--- config.mk ---
export PLATFORM = sky130hd
export DESIGN_NAME = region_hold_scrambler
export DESIGN_NICKNAME = d
export VERILOG_FILES = /design/src/rtl/scr_pkg.sv /design/src/rtl/scr_next.sv /design/src/rtl/scr_view.sv /design/src/rtl/region_hold_scrambler.sv
export SDC_FILE = /design/constraint.sdc
export NUM_CORES = 1
export LEC_CHECK = 0
export ABC_AREA = 1
export BUFFER_PORTS_ARGS = -buffer_cell sky130_fd_sc_hd__buf_4
export CORE_MARGIN = 5
export CORE_UTILIZATION = 44
export CTS_CLUSTER_DIAMETER = 120
export CTS_CLUSTER_SIZE = 28
export DETAILED_ROUTE_END_ITERATION = 8
export PLACE_DENSITY_LB_ADDON = 0.12
export SLEW_MARGIN = 20
export SYNTH_ARGS = -nofsm -noshare
export SYNTH_HDL_FRONTEND = slang
export SYNTH_SLANG_ARGS = --single-unit
export TNS_END_PERCENT = 5
--- constraint.sdc ---
create_clock -name clk -period 2.5 [get_ports clk]
set_clock_uncertainty 0.1 [all_clocks]
set_input_delay 0.375 -clock clk [delete_from_list [all_inputs] [get_ports clk]]
set_output_delay 0.375 -clock clk [all_outputs]
set_load 0.005 [all_outputs]
--- src/rtl/scr_pkg.sv ---
package scr_pkg;
    localparam int STATE_W = 16;
    localparam int VIEW_W  = 8;
    localparam logic [STATE_W-1:0] MIX_CONST = 16'h2BAD;

    typedef enum logic [1:0] {
        RGN_A = 2'd0,
        RGN_B = 2'd1,
        RGN_C = 2'd2,
        RGN_D = 2'd3
    } region_e;

    typedef struct packed {
        logic [STATE_W-1:0] hold;
    } scr_state_t;

    function automatic int view_src(input int idx);
        case (idx)
            0: return 15;
            1: return 12;
            2: return 13;
            3: return 10;
            4: return 7;
            5: return 9;
            6: return 2;
            default: return 5;
        endcase
    endfunction
endpackage

--- src/rtl/scr_next.sv ---
module scr_next
    import scr_pkg::*;
#(
    parameter int DATA_W = 8,
    parameter int KEY_W  = 4,
    localparam int SEL_W = $clog2(DATA_W)
) (
    input  logic [STATE_W-1:0] old_i,
    input  logic [1:0]         region_i,
    input  logic [KEY_W-1:0]   key_i,
    input  logic [SEL_W-1:0]   sel_i,
    input  logic [DATA_W-1:0]  byte_i,
    output logic [STATE_W-1:0] nxt_o
);
    logic [STATE_W-1:0] rot_d;
    logic               fb_d;
    logic               data_bit_d;
    region_e            rgn_d;

    always_comb begin
        rgn_d      = region_e'(region_i);
        rot_d      = {old_i[STATE_W-2:0], old_i[STATE_W-1]};
        data_bit_d = byte_i[sel_i];
        if (rgn_d == RGN_D) fb_d = old_i[7] ^ old_i[6];
        else                fb_d = old_i[10] ^ old_i[8];

        nxt_o      = rot_d ^ MIX_CONST;
        nxt_o[0]   = nxt_o[0] ^ data_bit_d ^ old_i[5] ^ fb_d;
        nxt_o[6]   = nxt_o[6] ^ key_i[1];
        nxt_o[10]  = nxt_o[10] ^ key_i[2];
        case (rgn_d)
            RGN_A, RGN_B: begin
                nxt_o[1]  = nxt_o[1] ^ key_i[0];
                nxt_o[14] = nxt_o[14] ^ key_i[3];
            end
            default: begin
                nxt_o[4]  = nxt_o[4] ^ key_i[0];
                nxt_o[12] = nxt_o[12] ^ key_i[3];
            end
        endcase
    end
endmodule

--- src/rtl/scr_view.sv ---
module scr_view
    import scr_pkg::*;
(
    input  logic [STATE_W-1:0] hold_i,
    output logic [VIEW_W-1:0]  view_o
);
    for (genvar g = 0; g < VIEW_W; g++) begin : g_pick
        assign view_o[g] = hold_i[view_src(g)];
    end
endmodule

--- src/rtl/region_hold_scrambler.sv ---
module region_hold_scrambler
    import scr_pkg::*;
#(
    parameter int DATA_W = 8,
    parameter int KEY_W  = 4,
    localparam int SEL_W = $clog2(DATA_W)
) (
    input  logic               clk,
    input  logic               rst_n,
    input  logic               upd_i,
    input  logic               clr_i,
    input  logic [1:0]         region_i,
    input  logic [KEY_W-1:0]   key_i,
    input  logic [SEL_W-1:0]   sel_i,
    input  logic [DATA_W-1:0]  byte_i,
    output logic [STATE_W-1:0] hold_o,
    output logic [VIEW_W-1:0]  view_o
);
    scr_state_t         st_d, st_q;
    logic [STATE_W-1:0] step_d;

    scr_next #(.DATA_W(DATA_W), .KEY_W(KEY_W)) u_next (
        .old_i    (st_q.hold),
        .region_i (region_i),
        .key_i    (key_i),
        .sel_i    (sel_i),
        .byte_i   (byte_i),
        .nxt_o    (step_d)
    );

    scr_view u_view (
        .hold_i (st_q.hold),
        .view_o (view_o)
    );

    always_comb begin
        st_d = st_q;
        if (clr_i)      st_d.hold = '0;
        else if (upd_i) st_d.hold = step_d;
    end

    always_ff @(posedge clk or negedge rst_n) begin
        if (!rst_n) st_q <= '0;
        else        st_q <= st_d;
    end

    assign hold_o = st_q.hold;

    AST_CLEAR_ZERO: assert property (@(posedge clk) disable iff (!rst_n)
        clr_i |=> (hold_o == '0));
    AST_IDLE_HOLD: assert property (@(posedge clk) disable iff (!rst_n)
        (!clr_i && !upd_i) |=> $stable(hold_o));
    AST_ROT_MID: assert property (@(posedge clk) disable iff (!rst_n)
        (upd_i && !clr_i) |=> (hold_o[9] == ($past(hold_o[8]) ^ MIX_CONST[9])));
    AST_LOW_KEY_SLOT: assert property (@(posedge clk) disable iff (!rst_n)
        (upd_i && !clr_i && region_i[1]) |=> (hold_o[1] == ($past(hold_o[0]) ^ MIX_CONST[1])));
    AST_HIGH_KEY_SLOT: assert property (@(posedge clk) disable iff (!rst_n)
        (upd_i && !clr_i && !region_i[1]) |=> (hold_o[4] == ($past(hold_o[3]) ^ MIX_CONST[4])));
    AST_VIEW_TOP: assert property (@(posedge clk) disable iff (!rst_n)
        (view_o[0] == hold_o[15]) && (view_o[7] == hold_o[5]));
endmodule

**After elaboration in Yosys (flattened, before gate mapping)**

Index checks and enable logic that the tools add are counted.

- Word-level logic and storage cells: 28
- Bits of input ports: 21
- Output and inout bits: 24
- Flip-flop bits (word level): 16

- Equality and inequality tests: 2
- Mux-type cells: 9
- Bitwise logic cells: 12
- $lt $le $gt $ge: 1
- Reduce and logical (&&, ||, !) cells: 3

Operator list:

| cell | count |
|---|---|
| 16-bit 2-to-1 mux | 2 |
| 1-bit XOR | 11 |
| 9-bit inverter | 1 |
| 1-bit 2-to-1 mux | 6 |
| 3-bit by 4-bit less-than comparator with 1-bit output, second input constant | 1 |
| 1-bit binary-select mux with 3-bit select | 1 |
| 2-bit by 1-bit equality test with 1-bit output, second input constant | 1 |
| 2-bit equality test, second input constant | 1 |
| 2-bit logical NOT | 1 |
| 2-bit nonzero test | 1 |
| 2-bit OR reduction | 1 |

**Depth between registers and ports, before layout**

- Depth after elaboration: 7
- Depth in mapped cells: 11
- Gate-level depth less buffers: 11

**By module**

A second synthesis with hierarchy kept.

- Cells, all modules: 155
- Area total of the unflattened synthesis: 1064.8 um2

By module, submodules not included:

| module | times used | area an instance (um2) | cells each | seq. area each (um2) |
|---|---|---|---|---|
| region_hold_scrambler | 1 | 648.1 | 70 | 400.4 |
| scr_next | 1 | 356.6 | 77 | 0.0 |
| scr_view | 1 | 60.1 | 8 | 0.0 |

**Least setup slack after synthesis**

OpenSTA, ideal clock, no wires.

- Path kind: reg-to-reg
- Start: register st_q, in the netlist hold_o[5]
- End: register st_q, in the netlist hold_o[0]
- Period minus slack after synthesis: 1.163 ns
- Arrival time: 0.946 ns
- Path slack: 1.337 ns
- Path buffers: 0
- Cell stages (with the launch flop): 9
- Setup time: 0.117 ns
- Data required time: 2.283 ns
- Cells stage by stage: dfrtp_1 > xnor2_1 > inv_1 > nand2_1 > nand2_1 > inv_1 > nand2_1 > nand3_1 > nand2_1

- Longest elaborated chain between the ends: 4

RTL lines:

| item | line | RTL |
|---|---|---|
| from (decl) | region_hold_scrambler.sv:19 | `scr_state_t st_d, st_q;` |
| from (signal assigned) | region_hold_scrambler.sv:44 | `else st_q <= st_d;` |
| 1-bit XOR (2 in series) | scr_next.sv:28 | `nxt_o[0] = nxt_o[0] ^ data_bit_d ^ old_i[5] ^ fb_d;` |
| 16-bit 2-to-1 mux | region_hold_scrambler.sv:39 | `else if (upd_i) st_d.hold = step_d;` |
| 16-bit 2-to-1 mux | region_hold_scrambler.sv:38 | `if (clr_i) st_d.hold = '0;` |

Every way passes these cells. The select of a mux whose other input is x is not followed.
A chain may end at the register's enable or synchronous reset.

**Worst setup path in the final report**

- Start: register st_q, in the netlist hold_o[10]
- End: output view_o[3]

RTL lines:

| item | line | RTL |
|---|---|---|
| to (decl) | region_hold_scrambler.sv:17 | `output logic [VIEW_W-1:0] view_o` |

No word-level cell between the ends.

==> run summary <==
====================================================================================
Result of the run                                                       finished, final reports clean
Die height                                                              55.6 microns
Cell area after placement                                                 1210 sq um
DRC violations left                                                                0
Worst Hold Path EP                                                         hold_o[6]
Post-placement setup slack                                                   1.19 ns
Number of inserted filler cells in the final layout                              191
Layout Nets                                                                      178
Kind of end point of the critical path                                   output port
CTS clock-pin slew for the worst setup and hold paths                        0.09 ns
HPWL Detailed                                                                1.70 mm
Cell chosen for the clock root                                          sky130_fd_sc_hd__clkbuf_4
I/O pin total                                                                     45
Number of antenna violations at the first check in global routing                  0
Number of flip-flops under the largest register name                              16
Required time of the worst setup path                                        2.03 ns
End of the worst register-to-register path                                 hold_o[0]
Avg Vias per Cell                                                               4.78
Count of vias placed by the detailed router                                      875
Initial core utilization                                                       0.466
Critical path class                                                       reg -> out
Crit start category                                                             flop
CTS H-tree depth                                                                   1
Met3 usage in global routing                                                  0.0326
Number of warning messages in the yosys log                                        0
Antenna Cells                                                                      0
Wire length per cell after detailed routing                             11.8 microns
Setup-violating endpoint count in the final report                                 0
Max-slew violation total from the final report                                     0
Class of the most critical hold timing path                                in -> reg
Wire length of the first global-routing pass                                 3.48 mm
Number of cells on the worst hold path                                             3
Reported max-cap violation count                                                   0
Slew at the pin with the worst max-slew slack                               0.245 ns
Highest cell delay on the worst timing path                                  0.45 ns
Share of cells above drive strength 1                                          0.365
Number of standard cells after synthesis                                         116
Clock insertion delay at the later pin of the skew report                    0.29 ns
Register-to-Register Path Depth                                                   11
Buffers plus inverters on the worst setup path                                     1
Number of buffers between clock root and the deepest sink                          2
Slowest-stage cell, CP                                                  sky130_fd_sc_hd__dfrtp_1
Cell area after technology mapping                                         913 sq um
Setup repair after global routing missed its margin                               no
Post-Place Cells                                                                 178
Minimum clock period after layout                                            1.38 ns
Syn avg cell area                                                         7.87 sq um
Worst min-delay path startpoint                                             key_i[1]
Post-Synthesis Net Count                                                         137
Weighted congestion at the end of routability-driven global placement          0.760
Sequential area share after synthesis                                          0.438
Iteration count of the initial detailed-routing pass                               4
TritonCTS clock tree                                                            done
Most used routing layer in global routing                                       met2
Count of unique library cells instantiated by Yosys                               22
Post-Layout Cell Count                                                           183
Number of buffers created by CTS                                                   3
Summed negative setup slack over all endpoints                                  0 ns
Family with the most delay on the worst path                              flip-flops
Site Rows                                                                         16
Global-route usage over all layers                                             0.144
Number of global-route vias before repair                                        800
Number of nets with antenna violations after detailed routing                      0
Share of the clock period used by the worst path                               0.552
Detailed Route WL                                                            2.17 mm
Die width                                                               55.6 microns
R2r setup slk                                                                1.26 ns
Total Die Area                                                            3090 sq um
Final worst-path setup slack                                                 1.12 ns
Peak clock frequency supported by timing                                     725 MHz
Number of port buffers                                                            44
Critical-path cell list                                                        buf_4
Critical register-to-register path startpoint                             hold_o[10]
Overall overflow remaining after global route                                      0
Area Growth Syn to Fin                                                         37.8%
Largest vdd supply drop                                                     0.239 mV
Core area                                                                 1960 sq um
Grt met1 use                                                                   0.159
Critical-path maximum fanout                                                       5
Worst relative slew slack                                                      0.836
Total non-filler cell area in the finished layout                         1260 sq um
Number of sinks driven by the clock tree                                          16
Count of endpoints failing hold in the final timing report                         0
Arrival @ worst endpoint                                                     0.90 ns
Register bit count reported by yosys                                              16
Area taken by multi-input logic gates                                      365 sq um
Register area                                                              400 sq um
Number of buffers inserted to repair setup after CTS                               0
Static leakage                                                              0.692 nW
Pin count of the biggest net entering global routing                              17
Routing usage on met2                                                          0.240
Detailed Route Iter0 Violations                                                   15
Total power per unit cell area                                           508 nW/um^2
====================================================================================
[worst max-delay path by stage]
stage	end	from	cells after the start	slack (ns)
after floorplan	hold_o[0]	hold_o[5]	8	1.34
after global placement	hold_o[0]	sel_i[0]	11	1.23
after detailed placement	hold_o[0]	sel_i[0]	11	1.19
after CTS	view_o[3]	hold_o[10]	1	1.11
after global routing	hold_o[5]	hold_o[5]	1	1.06
final	view_o[3]	hold_o[10]	1	1.12
[synthesized netlist by cell type (all sizes together)]
master  instances  share of area
a32o            1          0.011
o32ai           1         0.0096
buf             9          0.071
o21ai           6          0.033
xnor2           3          0.029
nand2          36           0.15
dfrtp          16           0.44
nor2            2          0.034
o22ai           7          0.048
clkinv          1         0.0041
nor3            1         0.0055
inv            21          0.086
xor2            1         0.0096
nand3           8          0.049
a22o            1         0.0096
a21oi           2          0.011
[placed cells by master, fill, tap and decap left out, drive strengths merged]
master	Yosys	routed
nor2	2	2
a32o	1	1
nand3	8	8
o21ai	6	6
nor3	1	1
xor2	1	1
dlygate4sd3	0	1
o22ai	7	7
a22o	1	1
a21oi	2	2
o32ai	1	1
nand2	36	36
clkbuf	0	4
buf	9	44
clkinv	1	1
dfrtp	16	16
inv	21	21
xnor2	3	3
[layer usage]
layer | share of wire | wire length (microns)
met1 | 0.38 | 831
met2 | 0.50 | 1080
met3 | 0.089 | 192
met4 | 0.030 | 66
met5 | 0 | 0
[cell families (layout without fill, tap and decap cells)]
kind of cell,after synthesis,in the layout,synth area share
and+or+nand+nor,47,47,0.240
AOI/OAI and AO/OA,18,18,0.122
buffers and inverters,31,71,0.162
xor gates and xnor gates,4,4,0.0384
DFF,16,16,0.438
[repair_timing]
action / CTS / global route
resized for setup: 0 / 0
hold buffers: 1 / 0
hold endpoints to repair: 16 / 0
[per-stage QoR]
stage               hold slack [ns]  power, mW   util
global route                  0.263      0.682  0.642
CTS                           0.254      0.649  0.642
floorplan                   -0.0206      0.387      -
global placement              0.146      0.468  0.618
detailed placement            0.149      0.471  0.618
finish                        0.258      0.640  0.642
[cell type report]
type	instances	area share
sequential	16	0.318
multi-input combinational	69	0.290
timing repair buffer	45	0.270
inverter	22	0.0656
clock buffer	4	0.0288
tap	27	0.0268
[where the power goes]
group | switching [mW] | total (mW) | internal [mW]
Clock | 0.0862 | 0.175 | 0.0888
Sequential | 0.0210 | 0.300 | 0.279
Combinational | 0.0760 | 0.165 | 0.0885
Total | 0.183 | 0.640 | 0.456
Note: power is estimated with default switching activity, not from simulation.
